==> src/rtl/mpuart_pkg.sv <==
package mpuart_pkg;
   typedef enum logic [1:0] {
      RX_IDLE  = 2'd0,
      RX_START = 2'd1,
      RX_BITS  = 2'd2,
      RX_STOP  = 2'd3
   } rx_state_e;
endpackage

==> src/rtl/mpuart_tick.sv <==
module mpuart_tick #(
   parameter int DIV_W = 12
) (
   input  logic             clk,
   input  logic             rst_n,
   input  logic [DIV_W-1:0] div_i,
   output logic             tick_o
);
   logic [DIV_W-1:0] cnt_q;

   assign tick_o = (cnt_q >= div_i);

   always_ff @(posedge clk or negedge rst_n) begin
      if (!rst_n)      cnt_q <= '0;
      else if (tick_o) cnt_q <= '0;
      else             cnt_q <= cnt_q + 1'b1;
   end
endmodule

==> src/rtl/mpuart_frame.sv <==
module mpuart_frame
   import mpuart_pkg::*;
#(
   parameter int DATA_W      = 8,
   parameter int OVS         = 16,
   parameter int SYNC_STAGES = 2
) (
   input  logic              clk,
   input  logic              rst_n,
   input  logic              tick_i,
   input  logic              rxd_i,
   output logic              frm_valid_o,
   output logic [DATA_W-1:0] frm_data_o,
   output logic              frm_extra_o,
   output logic              frm_stop_ok_o
);
   localparam int CNT_W = $clog2(OVS);
   localparam int IDX_W = $clog2(DATA_W + 1) + 1;
   localparam logic [CNT_W-1:0] MID_CNT  = CNT_W'(OVS / 2 - 1);
   localparam logic [CNT_W-1:0] LAST_CNT = CNT_W'(OVS - 1);
   localparam logic [IDX_W-1:0] LAST_IDX = IDX_W'(DATA_W);

   logic [SYNC_STAGES-1:0] sync_q;
   logic                   rx_s;

   generate
      if (SYNC_STAGES == 1) begin : g_sync1
         always_ff @(posedge clk or negedge rst_n) begin
            if (!rst_n) sync_q <= '1;
            else        sync_q <= rxd_i;
         end
      end else begin : g_syncn
         always_ff @(posedge clk or negedge rst_n) begin
            if (!rst_n) sync_q <= '1;
            else        sync_q <= {sync_q[SYNC_STAGES-2:0], rxd_i};
         end
      end
   endgenerate

   assign rx_s = sync_q[SYNC_STAGES-1];

   rx_state_e        st_q;
   logic [CNT_W-1:0] cnt_q;
   logic [IDX_W-1:0] idx_q;
   logic [DATA_W:0]  shf_q;

   always_ff @(posedge clk or negedge rst_n) begin
      if (!rst_n) begin
         st_q          <= RX_IDLE;
         cnt_q         <= '0;
         idx_q         <= '0;
         shf_q         <= '0;
         frm_valid_o   <= 1'b0;
         frm_data_o    <= '0;
         frm_extra_o   <= 1'b0;
         frm_stop_ok_o <= 1'b0;
      end else begin
         frm_valid_o <= 1'b0;
         unique case (st_q)
            RX_IDLE: begin
               cnt_q <= '0;
               if (!rx_s) st_q <= RX_START;
            end
            RX_START: if (tick_i) begin
               if (cnt_q == MID_CNT) begin
                  cnt_q <= '0;
                  idx_q <= '0;
                  st_q  <= rx_s ? RX_IDLE : RX_BITS;
               end else begin
                  cnt_q <= cnt_q + 1'b1;
               end
            end
            RX_BITS: if (tick_i) begin
               if (cnt_q == LAST_CNT) begin
                  cnt_q <= '0;
                  shf_q <= {rx_s, shf_q[DATA_W:1]};
                  if (idx_q == LAST_IDX) st_q <= RX_STOP;
                  else                   idx_q <= idx_q + 1'b1;
               end else begin
                  cnt_q <= cnt_q + 1'b1;
               end
            end
            RX_STOP: if (tick_i) begin
               if (cnt_q == LAST_CNT) begin
                  cnt_q         <= '0;
                  st_q          <= RX_IDLE;
                  frm_valid_o   <= 1'b1;
                  frm_data_o    <= shf_q[DATA_W-1:0];
                  frm_extra_o   <= shf_q[DATA_W];
                  frm_stop_ok_o <= rx_s;
               end else begin
                  cnt_q <= cnt_q + 1'b1;
               end
            end
            default: st_q <= RX_IDLE;
         endcase
      end
   end
endmodule

==> src/rtl/mpuart_filter.sv <==
module mpuart_filter #(
   parameter int DATA_W     = 8,
   parameter bit HAS_PARITY = 1'b1
) (
   input  logic              clk,
   input  logic              rst_n,
   input  logic              frm_valid_i,
   input  logic [DATA_W-1:0] frm_data_i,
   input  logic              frm_extra_i,
   input  logic              frm_stop_ok_i,
   input  logic              mode_addr_i,
   input  logic              parity_odd_i,
   input  logic [DATA_W-1:0] station_id_i,
   input  logic              rd_ack_i,
   input  logic              err_clr_i,
   output logic [DATA_W-1:0] rx_data_o,
   output logic              rx_full_o,
   output logic              rx_irq_o,
   output logic              fr_err_o,
   output logic              par_err_o,
   output logic              overrun_o,
   output logic              err_irq_o,
   output logic              selected_o
);
   logic par_bad;
   logic is_addr;
   logic take;

   generate
      if (HAS_PARITY) begin : g_par
         assign par_bad = !mode_addr_i &&
                          ((^frm_data_i ^ frm_extra_i) != parity_odd_i);
      end else begin : g_nopar
         assign par_bad = 1'b0;
      end
   endgenerate

   assign is_addr = mode_addr_i && frm_extra_i;
   assign take    = !is_addr && (!mode_addr_i || selected_o);

   always_ff @(posedge clk or negedge rst_n) begin
      if (!rst_n) begin
         rx_data_o  <= '0;
         rx_full_o  <= 1'b0;
         rx_irq_o   <= 1'b0;
         fr_err_o   <= 1'b0;
         par_err_o  <= 1'b0;
         overrun_o  <= 1'b0;
         err_irq_o  <= 1'b0;
         selected_o <= 1'b0;
      end else begin
         rx_irq_o  <= 1'b0;
         err_irq_o <= 1'b0;
         if (rd_ack_i) rx_full_o <= 1'b0;
         if (err_clr_i) begin
            fr_err_o  <= 1'b0;
            par_err_o <= 1'b0;
            overrun_o <= 1'b0;
         end
         if (frm_valid_i) begin
            if (!frm_stop_ok_i) begin
               fr_err_o  <= 1'b1;
               err_irq_o <= 1'b1;
            end else if (par_bad) begin
               par_err_o <= 1'b1;
               err_irq_o <= 1'b1;
            end else if (is_addr) begin
               selected_o <= (frm_data_i == station_id_i);
            end else if (take) begin
               if (rx_full_o && !rd_ack_i) begin
                  overrun_o <= 1'b1;
                  err_irq_o <= 1'b1;
               end else begin
                  rx_data_o <= frm_data_i;
                  rx_full_o <= 1'b1;
                  rx_irq_o  <= 1'b1;
               end
            end
         end
      end
   end
endmodule

==> src/rtl/mpuart_rx.sv <==
module mpuart_rx #(
   parameter int DATA_W      = 8,
   parameter int OVS         = 16,
   parameter int DIV_W       = 12,
   parameter int SYNC_STAGES = 2,
   parameter bit HAS_PARITY  = 1'b1
) (
   input  logic              clk,
   input  logic              rst_n,
   input  logic [DIV_W-1:0]  div_i,
   input  logic              mode_addr_i,
   input  logic              parity_odd_i,
   input  logic [DATA_W-1:0] station_id_i,
   input  logic              rxd_i,
   input  logic              rd_ack_i,
   input  logic              err_clr_i,
   output logic [DATA_W-1:0] rx_data_o,
   output logic              rx_full_o,
   output logic              rx_irq_o,
   output logic              fr_err_o,
   output logic              par_err_o,
   output logic              overrun_o,
   output logic              err_irq_o,
   output logic              selected_o
);
   generate
      if (DATA_W < 5 || DATA_W > 9) begin : g_bad_data_w
         $error("mpuart_rx: DATA_W must lie in 5..9");
      end
      if (OVS < 4 || (OVS % 2) != 0) begin : g_bad_ovs
         $error("mpuart_rx: OVS must be even and at least 4");
      end
      if (SYNC_STAGES < 1 || SYNC_STAGES > 4) begin : g_bad_sync
         $error("mpuart_rx: SYNC_STAGES must lie in 1..4");
      end
      if (DIV_W < 1) begin : g_bad_div
         $error("mpuart_rx: DIV_W must be positive");
      end
   endgenerate

   logic              tick;
   logic              frm_valid;
   logic [DATA_W-1:0] frm_data;
   logic              frm_extra;
   logic              frm_stop_ok;

   mpuart_tick #(.DIV_W(DIV_W)) u_tick (
      .clk    (clk),
      .rst_n  (rst_n),
      .div_i  (div_i),
      .tick_o (tick)
   );

   mpuart_frame #(
      .DATA_W      (DATA_W),
      .OVS         (OVS),
      .SYNC_STAGES (SYNC_STAGES)
   ) u_frame (
      .clk           (clk),
      .rst_n         (rst_n),
      .tick_i        (tick),
      .rxd_i         (rxd_i),
      .frm_valid_o   (frm_valid),
      .frm_data_o    (frm_data),
      .frm_extra_o   (frm_extra),
      .frm_stop_ok_o (frm_stop_ok)
   );

   mpuart_filter #(
      .DATA_W     (DATA_W),
      .HAS_PARITY (HAS_PARITY)
   ) u_filter (
      .clk           (clk),
      .rst_n         (rst_n),
      .frm_valid_i   (frm_valid),
      .frm_data_i    (frm_data),
      .frm_extra_i   (frm_extra),
      .frm_stop_ok_i (frm_stop_ok),
      .mode_addr_i   (mode_addr_i),
      .parity_odd_i  (parity_odd_i),
      .station_id_i  (station_id_i),
      .rd_ack_i      (rd_ack_i),
      .err_clr_i     (err_clr_i),
      .rx_data_o     (rx_data_o),
      .rx_full_o     (rx_full_o),
      .rx_irq_o      (rx_irq_o),
      .fr_err_o      (fr_err_o),
      .par_err_o     (par_err_o),
      .overrun_o     (overrun_o),
      .err_irq_o     (err_irq_o),
      .selected_o    (selected_o)
   );
endmodule

==> config.mk <==
export PLATFORM = sky130hd
export DESIGN_NAME = mpuart_rx
export DESIGN_NICKNAME = d
export VERILOG_FILES = /design/src/rtl/mpuart_pkg.sv /design/src/rtl/mpuart_tick.sv /design/src/rtl/mpuart_frame.sv /design/src/rtl/mpuart_filter.sv /design/src/rtl/mpuart_rx.sv
export SDC_FILE = /design/constraint.sdc
export NUM_CORES = 1
export LEC_CHECK = 0
export ABC_AREA = 0
export BUFFER_PORTS_ARGS = -buffer_cell sky130_fd_sc_hd__buf_2
export CORE_MARGIN = 4
export CORE_UTILIZATION = 48
export CTS_CLUSTER_SIZE = 40
export DETAILED_ROUTE_END_ITERATION = 6
export GPL_TIMING_DRIVEN = 1
export PLACE_DENSITY = 0.68
export SLEW_MARGIN = 30
export SYNTH_ARGS = -nofsm -noshare
export SYNTH_HDL_FRONTEND = slang
export SYNTH_HIERARCHICAL = 1
export SYNTH_SLANG_ARGS = --single-unit
==> constraint.sdc <==
create_clock -name clk -period 4.6 [get_ports clk]
set_clock_uncertainty 0.05 [all_clocks]
set_input_delay 0.92 -clock clk [delete_from_list [all_inputs] [get_ports clk]]
set_output_delay 0.92 -clock clk [all_outputs]
set_load 0.1 [all_outputs]
==> results of run 1 <==
==> synth_stat cells, types with 3 or more instances <==
cell / number / area, um2
buf_2: 5 / 25.0
a211oi_2: 3 / 37.5
a31oi_1: 4 / 25.0
o21ai_0: 11 / 55.1
a21oi_1: 9 / 45.0
nand2_1: 13 / 48.8
xor2_1: 4 / 35.0
dfrtp_1: 58 / 1450
nand4_1: 7 / 43.8
mux2_2: 26 / 293
nand3_1: 11 / 55.1
a211oi_1: 9 / 67.6
inv_1: 23 / 86.3
nor2_1: 9 / 33.8
nand2b_1: 5 / 31.3
xnor2_1: 21 / 184
buf_4: 3 / 22.5
ha_1: 16 / 200
==> worst reg2reg max path, delay by kind of cell (launching register included) <==
family                   cells  cell delay [ns]
multiplexers                 1             0.36
adder cells (fa/ha/maj)      1             0.33
AO/OA/AOI/OAI                3             0.63
AND/OR/NAND/NOR              3             0.45
buffers and inverters        2             0.44
flip-flops                   1             0.45
==> layout make-up <==
type | count | area, um2 | area share [%]
Multi-Input combinational cell | 189 | 1540 | 41.6
Inverter | 24 | 90.1 | 2.44
Timing Repair Buffer | 46 | 243 | 6.57
Sequential cell | 60 | 1500 | 40.7
Clock buffer | 10 | 138 | 3.72
Clock inverter | 6 | 87.6 | 2.37
Tap cell | 77 | 96.3 | 2.61
==> cell usage in the layout, fill, tap and decap left out, types with 3 or more instances in the layout <==
cell type and n:
nand3_1 11, nand2_1 13, o21ai_0 11, a211oi_1 9, clkinvlp_4 3, buf_2 41
a21oi_1 9, xnor2_1 21, clkbuf_8 10, inv_1 23, nor2_1 9, ha_1 16
a31oi_1 4, mux2_2 26, buf_4 5, nand4_1 7, nand2b_1 5, dfrtp_1 58
xor2_1 4, a211oi_2 3
==> state kept, by name (all words and copies together), names as in the netlist, 2 cells and up, named ones only <==
register and cells:
u_frame/sync_q 2, u_frame/cnt_q 4, u_frame/shf_q 9, u_frame/frm_data_o 8
u_filter/rx_data_o 8, u_frame/idx_q 5, u_tick/cnt_q 12
==> where the power goes <==
part	switching, W	internal (W)
Sequential	0.0000623	0.000570
Clock	0.000204	0.000318
Combinational	0.000126	0.000104
==> kinds of logic after synthesis <==
logic type / after synthesis / synth area share (%)
flip-flops: 60 / 47.2
XOR/XNOR: 27 / 8.09
AO/OA/AOI/OAI: 52 / 11.6
adder cells (fa/ha/maj): 16 / 6.29
buffers and inverters: 33 / 4.44
multiplexers: 30 / 10.5
AND/OR/NAND/NOR: 64 / 11.8
==> metal layers <==
metal | global-route usage (%) | vias to the layer above | share of wire [%]
met5 | 0 | - | 0
met4 | 5.28 | 0 | 0.66
met3 | 4.42 | 7 | 4.7
met2 | 24.3 | 42 | 47
met1 | 21.3 | 1060 | 47
li1 | - | 1096 | -
==> final timing paths <==
path	from	endpoint	slack, ns	cells past startpoint
min reg2reg	u_frame/sync_q[0]	u_frame/sync_q[1]	0.31	0
max reg2reg	u_tick/cnt_q[7]	u_frame/frm_data_o[6]	1.78	10
min	u_frame/sync_q[0]	u_frame/sync_q[1]	0.31	0
max	div_i[7]	u_frame/frm_data_o[6]	1.57	12
max in group asynchronous	rst_n	u_frame/cnt_q[2]	3.12	2
min in group asynchronous	rst_n	u_filter/rx_data_o[2]	0.49	1
==> stage by stage <==
| stage | instance area [um2] | hold WS [ns] | instances | setup slack, ns |
|---|---|---|---|---|
| detailed placement | 3470 | 0.302 | 396 | 1.25 |
| finish | 3700 | 0.309 | 412 | 1.57 |
| floorplan | 3180 | 0.295 | 282 | 1.41 |
| global route | 3700 | 0.319 | 412 | 1.39 |
| CTS | 3700 | 0.311 | 412 | 1.57 |
| global placement | 3470 | 0.299 | 396 | 1.32 |
==> impl_metrics.ini, run 1 <==
[detailed_routing]
firstDrtPassIters = 4
wl_um = 5730
num_vias = 2205
vias_per_cell = 5.35
routedWlPerCell_um = 13.9
drc = 0
drtAntennaViolNets = 0
drtIter0Drc = 58

[die]
die_area_um2 = 8000
num_rows = 29
die_w_um = 89.5
die_h_um = 89.5
core_um2 = 6390
top_level_ports = 42
start_util_pct = 49.9

[finish]
fill_cells = 558
nets = 373
area_delta_synth_final_pct = 16.1
drive_gt1_share_pct = 31.6
num_antenna_cells = 0
fin_util_pct = 57.9

[timing]
setup_viol = 0
rsz0062_at_grt = no
tightest_slew_ns = 0.494
fin_crit_sh_pct = 65.8
slew_viol_final = 0
min_period_ns = 3.03
hold_viol_final = 0
fin_tns_setup_ns = 0
maxSlewHeadroom_pct = 67.1
max_freq_mhz = 330

[clock_tree]
clk_pin_slew_ns = 0.06
cts_max_path_buffers = 2
clock-sinks = 60
cts_htree_levels = 3
cts_tree = done
cts-buffers-inserted = 9
root_buffer = clkbuf_8
ctsHoldBuffers = 0
clk_latency_ns = 0.33
post_cts_buffers = 0
cts.repair.resized = 0

[job]
drv_cap = 0

[critical_path]
crit_family = compound AO/OA/AOI/OAI gates
max_stage_delay_ns = 0.36
arrival_ns = 3.19
required_ns = 4.76
path_buf_inv = 4
worstSetupStartpointType = input pin
worst-path-max-fanout = 13
worstPathCellList = buf_2 > inv_1 > ha_1 > nand2_1 > o21a_1 > o221ai_1 > buf_4 > a21o_1 > nand4_1 > nor2_1 > buf_4 > mux2_2
worstSetupPathType = in2reg
critPathSlowestCell = mux2_2
endpoint_kind = flip-flop
worst_path_most_repeated_cell = buf_4

[synthesis]
synth_edf_count = 0
yosysWarnings = 6
synth_cell_types = 53
ys_seq_area_share_pct = 47.2
synth_area_um2 = 3180
netlist_instances = 282
async_reset_ff_share_pct = 100
avgSynthCellArea_um2 = 11.3
synth_nets = 325
synth.ff_latch_count = 60
synth_ff_type = dfrtp_1

[global_routing]
grt_pass1_vias = 2067
grt_use_total_pct = 15.7
grt-ovfl-total = 0
grt_max_degree = 41
antenna_found_initial = 0
grt_pass1_wl_um = 9550

[place]
dp_hpwl_um = 4110
numPortBuffers = 41
finalWeightedCongestion = 0.819

[power_and_ir_drop]
p_leak_nw = 1.73
max-vdd-ir-drop_mv = 0.226
power.total_w = 0.00139
p_per_area_nw_per_um2 = 375

[min_path]
worstHoldPathType = reg2reg

[status]
status = finished clean
(Power assumes the default switching activity.)
==> run 2, diff against run 1 <==
--- a/config.mk
+++ b/config.mk
@@ -5,7 +5,7 @@
 export SDC_FILE = /design/constraint.sdc
 export NUM_CORES = 1
 export LEC_CHECK = 0
-export ABC_AREA = 0
+export ABC_AREA = 1
 export BUFFER_PORTS_ARGS = -buffer_cell sky130_fd_sc_hd__buf_2
 export CORE_MARGIN = 4
 export CORE_UTILIZATION = 48
==> constraint.sdc (replaced) <==
create_clock -name clk -period 3.13 [get_ports clk]
set_clock_uncertainty 0.05 [all_clocks]
set_input_delay 0.626 -clock clk [delete_from_list [all_inputs] [get_ports clk]]
set_output_delay 0.626 -clock clk [all_outputs]
set_load 0.1 [all_outputs]
==> run 2 against run 1 <==
Effect of this change: die area grew 5.6%; combinational power grew 20%; area after synthesis grew 6.2%; synthesized cell count grew 50%; sequential cell count is the same; core utilization shrank 1.6 points; global-route usage shrank 0.087 points; sequential share of layout area shrank 1.6 points; highest routed layer unchanged.
==> impl_metrics.ini, run 2 <==
[timing]
rsz0062_at_grt = no
hold_ws_ns = 0.305
setup_viol = 0
slew_viol_final = 0
tightest_slew_ns = 0.797
min_period_ns = 2.30
max_freq_mhz = 435
maxSlewHeadroom_pct = 46.9
fin_tns_setup_ns = 0
hold_viol_final = 0
fin_crit_sh_pct = 73.5

[synthesis]
synth_top_area_share_pct = 42.9
synth-compound-area-share_pct = 7.07
yosysWarnings = 6
synth_most_common_cell = nand2_1
synth.area.top_cells = dfrtp_1 (43%), nand2_1 (15%), inv_1 (6.3%)
post_synth_mux_area_share_pct = 0
yosysTopAreaCell = dfrtp_1
ys_seq_area_share_pct = 44.5
avgSynthCellArea_um2 = 7.99
synth_fa_ha_area_share_pct = 5.92
synth_nets = 466
synthXorXnorAreaFrac_pct = 4.40
synth_edf_count = 0
synth_top_family_by_area = simple AND/OR/NAND/NOR gates
netlist_instances = 423
synth_ff_type = dfrtp_1
synth.ff_latch_count = 60
async_reset_ff_share_pct = 100
synthTopCellsByCount = nand2_1 (139), dfrtp_1 (58), inv_1 (57), nor2_1 (25), nand3_1 (20)
synth_area_um2 = 3380
synthSimpleGateAreaFrac_pct = 29.5
synth_cell_types = 32

[detailed_routing]
drtAntennaViolNets = 0
drc = 0
vias_per_cell = 4.70
num_vias = 2677
wl_um = 6090
routedWlPerCell_um = 10.7
drtIter0Drc = 96
firstDrtPassIters = 4

[power_and_ir_drop]
p_per_area_nw_per_um2 = 468
sw_frac_of_total_pct = 27.7
power.share.combinational_pct = 15.5
pwr-share-seq_pct = 50.1
p_switching_w = 0.000498
max-vdd-ir-drop_mv = 0.214
internal-power_w = 0.00130
pwr-share-clk_pct = 34.4
p_leak_nw = 2.01

[global_routing]
grt_use_total_pct = 15.6
grt_pass1_wl_um = 10700
grt_max_degree = 36
antenna_found_initial = 0
grt_pass1_vias = 2536
grt-ovfl-total = 0

[finish]
fill_cells = 661
largest_reg_flops = 12
top_register = u_tick/cnt_q
reg_top3 = u_tick/cnt_q (12), u_frame/shf_q (9)
drive_gt1_share_pct = 21.1
nets = 514
area_delta_synth_final_pct = 13.8
num_antenna_cells = 0
final_common_cell = nand2_1
final_cell_mix = nand2_1 (139), dfrtp_1 (58), inv_1 (57)
final-seq-area_um2 = 1500
multiInputGateArea_um2 = 1580

[clock_tree]
post_cts_buffers = 0
root_buffer = clkbuf_8
clk_pin_slew_ns = 0.06
cts_max_path_buffers = 2
cts_htree_levels = 3
ctsHoldBuffers = 0
clk_latency_ns = 0.33
cts-buffers-inserted = 9
cts_tree = done
clock-sinks = 60
cts.repair.resized = 0

[place]
finalWeightedCongestion = 0.775
dp_hpwl_um = 4620
numPortBuffers = 41

[critical_path]
crit_start = u_tick/cnt_q[11]
ff2ff_path_depth = 14
worstSetupPathType = reg2reg
rrSetupSlack_ns = 0.83
worstSetupStartpointType = flip-flop
required_ns = 3.30
timing.rr.start = u_tick/cnt_q[11]
endpoint_kind = flip-flop
worst-path-max-fanout = 19
arrival_ns = 2.47

[job]
drv_cap = 0

[die]
die_area_um2 = 8450
start_util_pct = 49.5
top_level_ports = 42
die_h_um = 91.9
die_w_um = 91.9
num_rows = 30
core_um2 = 6830

[min_path]
worstHoldPathType = reg2reg
worstHoldStart = u_frame/sync_q[0]
hold_depth = 0

[status]
status = finished clean
-- run 2: kinds of logic (layout without fill, tap and decap cells) --
kind of cell / after synthesis / after routing
adders and majority gates: 16 / 16
and+or+nand+nor: 221 / 221
buffers and inverters: 70 / 121
xor gates and xnor gates: 17 / 17
DFF: 60 / 60
AOI/OAI and AO/OA: 39 / 39
-- run 2: per-stage QoR --
| step | power [W] | instance area, um2 | setup slack (ns) | utilization [%] | instances |
|---|---|---|---|---|---|
| detailed placement | 0.00120 | 3670 | 0.537 | 53.8 | 556 |
| floorplan | 0.00111 | 3380 | 0.757 | - | 423 |
| CTS | 0.00183 | 3850 | 0.842 | 56.3 | 570 |
| finish | 0.00180 | 3850 | 0.829 | 56.3 | 570 |
| global placement | 0.00118 | 3670 | 0.610 | 53.8 | 556 |
| global route | 0.00192 | 3850 | 0.618 | 56.3 | 570 |
-- run 2: power groups by stage --
stage / Sequential, W / Clock, W / Combinational (W)
6_report: 0.000902 / 0.000620 / 0.000278
4_1_cts: 0.000903 / 0.000642 / 0.000285
2_1_floorplan: 0.000901 / 0 / 0.000211
3_5_place_dp: 0.000917 / 0 / 0.000283
5_1_grt: 0.000913 / 0.000671 / 0.000335
3_3_place_gp: 0.000914 / 0 / 0.000269
-- run 2: worst max-delay path, stage by stage (launching register included) --
cell and delay (ns):
dfrtp_1 0.41, ha_1 0.30, nand2_1 0.07, nor2_1 0.13, nand2_1 0.06, nor2_1 0.08
nand2_1 0.07, nand2_2 0.32, inv_1 0.13, nand2_1 0.11, nand2_1 0.07, nor2_2 0.17
nand3_1 0.09, nand2_1 0.07, nand2_1 0.05
-- run 2: per-layer routing --
| layer | part of all wire [%] | GRT usage, % | vias to the layer above |
|---|---|---|---|
| met5 | 0 | 0 | - |
| met4 | 2.4 | 8.42 | 0 |
| met3 | 5.0 | 3.20 | 13 |
| met2 | 46 | 25.2 | 54 |
| met1 | 47 | 19.7 | 1198 |
| li1 | - | - | 1412 |
-- run 2: cell type report --
cell class / instances / share of cell area, %
inverters: 63 / 6.14
multi-input cells: 293 / 41.2
clock buffers: 13 / 4.39
repair buffers: 44 / 5.92
well taps: 96 / 3.12
clock inverters: 1 / 0.195
flip-flops and latches: 60 / 39.1
-- run 2: path summary, 6_finish.rpt --
kind | to
setup / recovery | flip-flop
hold / removal | u_frame/sync_q[1]
setup reg to reg | flip-flop
hold reg to reg | u_frame/sync_q[1]
max in group asynchronous | u_frame/sync_q[0]
min in group asynchronous | u_filter/rx_data_o[5]
